File: config.mk
export PLATFORM = sky130hd
export DESIGN_NAME = nozzle_pair_decoder
export DESIGN_NICKNAME = d
export VERILOG_FILES = /design/src/rtl/npd_pkg.sv /design/src/rtl/npd_lockout.sv /design/src/rtl/npd_pair_decode.sv /design/src/rtl/nozzle_pair_decoder.sv
export SDC_FILE = /design/constraint.sdc
export NUM_CORES = 1
export LEC_CHECK = 0
export BUFFER_PORTS_ARGS = -buffer_cell sky130_fd_sc_hd__buf_2
export CAP_MARGIN = 10
export CORE_MARGIN = 3
export CORE_UTILIZATION = 54
export DETAILED_ROUTE_END_ITERATION = 6
export GPL_TIMING_DRIVEN = 0
export PLACE_DENSITY = 0.83
export SYNTH_ARGS = -nofsm -noshare
export SYNTH_HDL_FRONTEND = slang
export SYNTH_SLANG_ARGS = --single-unit
File: constraint.sdc
create_clock -name clk -period 2.18 [get_ports clk]
set_clock_uncertainty 0.1 [all_clocks]
set_input_delay 0.436 -clock clk [delete_from_list [all_inputs] [get_ports clk]]
set_output_delay 0.436 -clock clk [all_outputs]
set_load 0.02 [all_outputs]
File: src/rtl/npd_pkg.sv
package npd_pkg;

    // Outputs per bank and derived totals.
    localparam int unsigned BANK_OUTS = 14;
    localparam int unsigned NUM_OUTS  = 2 * BANK_OUTS;
    localparam int unsigned SEL_W     = $clog2(BANK_OUTS + 1);

    typedef logic [BANK_OUTS-1:0] bank_vec_t;
    typedef logic [NUM_OUTS-1:0]  out_vec_t;

    // Registered state of the output stage.
    typedef struct packed {
        out_vec_t drive;
    } out_state_t;

endpackage

File: src/rtl/npd_lockout.sv
module npd_lockout #(
    parameter int unsigned LOCK_CYCLES = 16
) (
    input  logic clk,
    input  logic rst_n,
    output logic ready
);
    localparam int unsigned CNT_W = $clog2(LOCK_CYCLES + 1);
    localparam logic [CNT_W-1:0] LIMIT = CNT_W'(LOCK_CYCLES);

    typedef struct packed {
        logic [CNT_W-1:0] cnt;
    } lock_state_t;

    lock_state_t st_d, st_q;

    always_comb begin
        st_d = st_q;
        if (st_q.cnt != LIMIT) begin
            st_d.cnt = st_q.cnt + 1'b1;
        end
    end

    always_ff @(posedge clk or negedge rst_n) begin
        if (!rst_n) begin
            st_q <= '0;
        end else begin
            st_q <= st_d;
        end
    end

    assign ready = (st_q.cnt == LIMIT);

    // The counter never passes its limit.
    AST_LOCK_BOUND: assert property (@(posedge clk) disable iff (!rst_n)
        st_q.cnt <= LIMIT) else $error("lockout counter overran");

    // Once released, the lockout stays released until reset.
    AST_LOCK_STICKY: assert property (@(posedge clk) disable iff (!rst_n)
        ready |=> ready) else $error("lockout re-engaged");

endmodule

File: src/rtl/npd_pair_decode.sv
module npd_pair_decode
    import npd_pkg::*;
(
    input  logic [SEL_W-1:0] sel,
    output bank_vec_t        lo_pick,
    output bank_vec_t        hi_pick
);
    // Lower-bank output i answers code i. Upper-bank slot j is output
    // BANK_OUTS+j, which mirrors code (BANK_OUTS-1-j). Codes at or above
    // BANK_OUTS match no slot and so select nothing.
    for (genvar i = 0; i < BANK_OUTS; i++) begin : g_slot
        localparam logic [SEL_W-1:0] LO_CODE = SEL_W'(i);
        localparam logic [SEL_W-1:0] HI_CODE = SEL_W'(BANK_OUTS - 1 - i);
        assign lo_pick[i] = (sel == LO_CODE);
        assign hi_pick[i] = (sel == HI_CODE);
    end

    always_comb begin
        AST_DECODE_ONEHOT: assert ($onehot0(lo_pick) && $onehot0(hi_pick))
            else $error("decoder picked several outputs in a bank");
    end

endmodule

File: src/rtl/nozzle_pair_decoder.sv
module nozzle_pair_decoder
    import npd_pkg::*;
#(
    parameter int unsigned LOCK_CYCLES = 16
) (
    input  logic                clk,
    input  logic                rst_n,
    input  logic [SEL_W-1:0]    sel,
    input  logic                bank_lo_stb_n,
    input  logic                bank_hi_stb_n,
    input  logic                chip_en,
    output logic [NUM_OUTS-1:0] drive
);
    localparam logic [SEL_W-1:0] FIRST_RESERVED = SEL_W'(BANK_OUTS);

    logic       lock_ready;
    bank_vec_t  lo_pick;
    bank_vec_t  hi_pick;
    out_state_t st_d, st_q;

    npd_lockout #(
        .LOCK_CYCLES(LOCK_CYCLES)
    ) u_lockout (
        .clk  (clk),
        .rst_n(rst_n),
        .ready(lock_ready)
    );

    npd_pair_decode u_decode (
        .sel    (sel),
        .lo_pick(lo_pick),
        .hi_pick(hi_pick)
    );

    always_comb begin
        st_d.drive = '0;
        if (lock_ready && chip_en) begin
            st_d.drive = {hi_pick & {BANK_OUTS{~bank_hi_stb_n}},
                          lo_pick & {BANK_OUTS{~bank_lo_stb_n}}};
        end
    end

    always_ff @(posedge clk or negedge rst_n) begin
        if (!rst_n) begin
            st_q <= '0;
        end else begin
            st_q <= st_d;
        end
    end

    assign drive = st_q.drive;

    AST_MAX_TWO_ON: assert property (@(posedge clk) disable iff (!rst_n)
        $countones(drive) <= 2) else $error("more than two outputs on");

    AST_LOCKED_OFF: assert property (@(posedge clk) disable iff (!rst_n)
        !lock_ready |=> (drive == '0)) else $error("output fired in lockout");

    AST_CE_OFF: assert property (@(posedge clk) disable iff (!rst_n)
        !chip_en |=> (drive == '0)) else $error("output on without chip enable");

    AST_RESERVED_OFF: assert property (@(posedge clk) disable iff (!rst_n)
        (sel >= FIRST_RESERVED) |=> (drive == '0)) else $error("reserved code fired");

    AST_LO_GATED: assert property (@(posedge clk) disable iff (!rst_n)
        bank_lo_stb_n |=> (drive[BANK_OUTS-1:0] == '0)) else $error("lower bank on with strobe high");

    AST_HI_GATED: assert property (@(posedge clk) disable iff (!rst_n)
        bank_hi_stb_n |=> (drive[NUM_OUTS-1:BANK_OUTS] == '0)) else $error("upper bank on with strobe high");

endmodule

Yosys cells after proc, flatten, opt, wreduce, memory -nomap -nowiden --
Index checks and enable logic that the tools add are counted.
Word-level totals: register bits 33, logic and storage cells 25
Cells by class: add/subtract/negate cells 1, equal/unequal tests 15, multiplexer cells 1, bitwise operators 4, reduce and logical (&&, ||, !) cells 2
Operators with widths (number):
- $and 14x14->14 | 2
- $mux 28 | 1
- $eq 4x4->1 const B | 6
- $eq 4x3->1 const B | 4
- $eq 4x2->1 const B | 2
- $add 5x1->5 const B | 1
- $eq 5x5->1 const B | 1
- $ne 5x5->1 const B | 1
- $eq 4x1->1 const B | 1
- $logic_not 4->1 | 1
- $not 1->1 | 2
- $logic_and 1x1->1 | 1

Depth between registers and ports, before layout --
depth in word-level cells 3, mapped depth 5, depth with buffers taken out 4

By module --
Synthesis repeated with hierarchy kept, for this count alone.
Unflattened totals: cell total of the unflattened synthesis 114, area total of the unflattened synthesis 1647.8 um^2
Modules (own cells, without submodules):
- nozzle_pair_decoder | instances 1, cells an instance 62, area an instance 1023.5 um^2, seq. area each 700.7 um^2
- npd_pair_decode | instances 1, cells an instance 32, area an instance 371.6 um^2, seq. area each 0.0 um^2
- npd_lockout | instances 1, cells an instance 20, area an instance 252.7 um^2, seq. area each 125.1 um^2

Worst setup path before layout --
No wires, ideal clock.
path type flip-flop to flip-flop, start reg u_lockout.st_q[0] in the netlist's numbering, end reg u_lockout.st_q[1] in the netlist's numbering, arrival 1.217 ns, required time 1.955 ns, path slack 0.738 ns, stages on the path, launching flop included 6, path buffers 1, period minus slack after synthesis 1.442 ns, cell sequence dfrtp_1 inv_1 ha_1 nand4bb_4 buf_6 mux2_4
Between the ends: cells in the longest elaborated chain, start to end 1, elaborated cells between the ends (all ways) 2, classes of those cells 1 x add/sub; 1 x eq/ne
Ends and longest elaborated chain:
- start, declared | RTL line npd_lockout.sv:15 | lock_state_t st_d, st_q;
- start signal, assigned | RTL line npd_lockout.sv:28 | st_q <= st_d;
- $add 5x1->5 / $ne 5x5->1 (equally long branches) | RTL line npd_lockout.sv:20, npd_lockout.sv:19
Several ways; a longest one is shown, not always the timed one. A chain may end at the register's enable or synchronous reset.

Final worst setup path --
Same ends and word-level chain as after synthesis.

==> impl_results.md <==
* Status: completed
* Seq/Total Area, Yosys at a little under two thirds
* Critical path depth at 5
* Synthesis-to-layout area growth at 20.9%
* CP peak stage delay at 0.40 ns
* Placement row count at 17
* Worst Tran Pin Value at 0.674 ns
* ANT nets after route at 0
* CTS HTree Levels at 2
* Via count at 834
* Simple-Gate Fraction of Synth Area at 27.6%
* Leading area contributor after synthesis: dfrtp_1
* Maximum capacitance violations at 0
* Seq cells post-synth at 33
* Reg2Reg Setup Slack at 0.66 ns
* Mapped Cells at just over 90
* Initial DRC count at 7
* CP Launch Type: register
* Worst-path fanout max at 10
* RSZ-0062 raised after global routing: false
* Synth Area in XOR/XNOR at approximately 2.0%
* Largest net degree at the start of global routing at 34
* Full die area at 0.00302 sq mm
* Synth cell types at 18
* Post-route clock period utilization at 69.9%
* Vias in the first global route at 750
* VDD IR-drop max at about 0.63 mV
* Fmax at 656 MHz
* Mapped Area at 0.00129 sq mm
* Largest family of logic cells by synthesized area: simple AND/OR/NAND/NOR gates
* TritonCTS clock tree: built
* Critical path arrival at 1.64 ns
* Drt wl/cell at approximately 14 um
* Diode count at 0
* Clock Latency Late Sink at ~0.32 ns
* Dpl ws at roughly 0.66 ns
* PD cells at 647 mW/mm^2
* Multi-input logic area at 428 sq um
* Setup TNS at 0 ns
* Top cells by area, synth: dfrtp_1 64%, nor3_2 10%, nor3_1 5.8%
* Final setup violation count at 0
* Worst endpoint required time at roughly 2.3 ns
* Synth Warn # at 0
* PortBufs at 36
* Placed Instances at 156
* Total CTS buffers at 5
* Tot GR Track Use at 17.2%
* CTS resizes at 0
* Die width at 54.9 um
* Ratio of cells with drive above 1 in the final layout at between 40 and 50%
* Register Area at 826 sq um
* First-pass GRT wire length at 3340 um
* Initial Util at between 50 and 60%
* Worst flop-to-flop path endpoint: u_lockout.st_q[1]
* Filler instances at about 170
* Area of the core at 0.00223 sq mm
* Slew Limit Fails at 0
* Number of remaining DRC errors at 0
* Worst setup margin at roughly 0.66 ns
* Worst Reg-to-Reg Cells at 5
* Clock sinks at 33
* Min Tclk post-route at 1.52 ns
* Post-Synth Adder-Cell Area at 1.94%
* Root buffer selected by CTS: clkbuf_4
* Via density at 5.12
* P_leak at between 0.7 and 0.8 nW
* Design Area, Final at 0.00156 sq mm
* Hold Buf Count CTS at 0
* Post-CTS Setup Inserts at 0
* Avg Cell Area, Syn at approximately 14 sq um
* Reg-to-Reg Start: u_lockout.st_q[0]
* Overall routed net length at 2220 um
* Post-synthesis compound-gate area fraction at 0.387%
* Max_slew headroom at 55.1%
* Worst Path Buf+Inv at 2
* Grt ovf at 0
* Mux cell area share after synthesis at 1.16%
* # nets final at 146
* Crit-path slowest cell: dfrtp_1
* Worst-path clk slew at 0.09 ns
* Hold Crit Class: in2async
* Pwr Total at 0.00101 W
* Final Hold Fails at 0
* Top delay family on crit path: flip-flops
* Setup crit end kind: register
* Bufs on Longest Clock Path at 2
* Synth top area share at 63.9%
* GPL Wtd Cong at roughly 0.74
* Post-DP HPWL at 1640 um
* Fin cells at 163
* Die height at 54.9 um
* Crit Path Class: reg2reg
* Placed instance area at 0.00151 sq mm
* Worst path cell trace: inv_1 -> ha_1 -> nand4bb_4 -> buf_6 -> mux2_4
* Mapped Nets at 103
* TritonRoute pass-1 iters at 2
* Initial antenna violation count at 0
* IO Count at 37
## how the worst max path moves through the flow
stage | startpoint | endpoint | slack, ns
floorplan | u_lockout.st_q[0] | u_lockout.st_q[1] | 0.74
global placement | u_lockout.st_q[0] | u_lockout.st_q[1] | 0.68
detailed placement | u_lockout.st_q[0] | u_lockout.st_q[1] | 0.66
CTS | u_lockout.st_q[0] | u_lockout.st_q[1] | 0.65
global route | u_lockout.st_q[0] | drive[11] | 0.53
finish | u_lockout.st_q[0] | u_lockout.st_q[1] | 0.66
## cells by family (layout without fill, tap and decap cells)
group	after synthesis	in the layout
muxes	1	1
adders and majority gates	2	2
AOI/OAI and AO/OA	1	1
xor gates and xnor gates	3	3
buffers and inverters	7	50
DFF	33	33
and+or+nand+nor	45	45
## cell usage in the layout, fill, tap and decap left out
cell type / count
clkbuf_8: 1
mux2_4: 1
nor3_1: 15
nand4bb_4: 1
clkbuf_4: 5
buf_2: 40
clkbuf_1: 1
nor3_2: 13
and3b_1: 1
buf_6: 1
inv_1: 2
or3b_4: 2
nand3_1: 2
nand3b_1: 5
or3b_1: 3
ha_1: 2
dfrtp_1: 33
or3_1: 1
nand2b_1: 2
o21ai_0: 1
xnor2_1: 3
## stage by stage
step                      hold WS (ns)  utilization [%]
after detailed placement         0.407             67.5
after global placement           0.403             67.5
final                           0.0343             70.0
after floorplan                 0.0404                -
after CTS                       0.0382             70.0
after global routing            0.0743             70.0
## final cells by class
cell class,instances,area share (%)
clock buffers,7,3.52
well taps,28,2.24
multi-input cells,52,27.4
repair buffers,36,11.5
inverters,2,0.480
flip-flops and latches,33,52.8
plain buffers,5,2.00
## Yosys cell counts
library cell  count
nor3_2           13
inv_1             2
nand2b_1          2
or3_1             1
or3b_4            2
buf_2             4
mux2_4            1
nand4bb_4         1
nand3b_1          5
or3b_1            3
and3b_1           1
xnor2_1           3
nand3_1           2
nor3_1           15
buf_6             1
o21ai_0           1
ha_1              2
dfrtp_1          33
## report_power, final
group | leakage, nW | switching [W] | internal [W]
sequential | 0.454 | 0.00000106 | 0.000616
combinational | 0.308 | 0.0000421 | 0.0000186
clock | 0.0314 | 0.000181 | 0.000152
## per-layer routing
layer	vias to the layer above	track usage (%)	wire length (um)
met3	5	8.85	191
met2	27	27.4	1130
met4	0	8.50	53
met5	-	0	0
met1	397	19.0	847
li1	405	-	-
## registers in the layout, summed over array words and instances (netlist names)
| name | cells |
|---|---|
| drive | 28 |
| u_lockout.st_q | 5 |
Note: power is estimated with default switching activity, not from simulation.
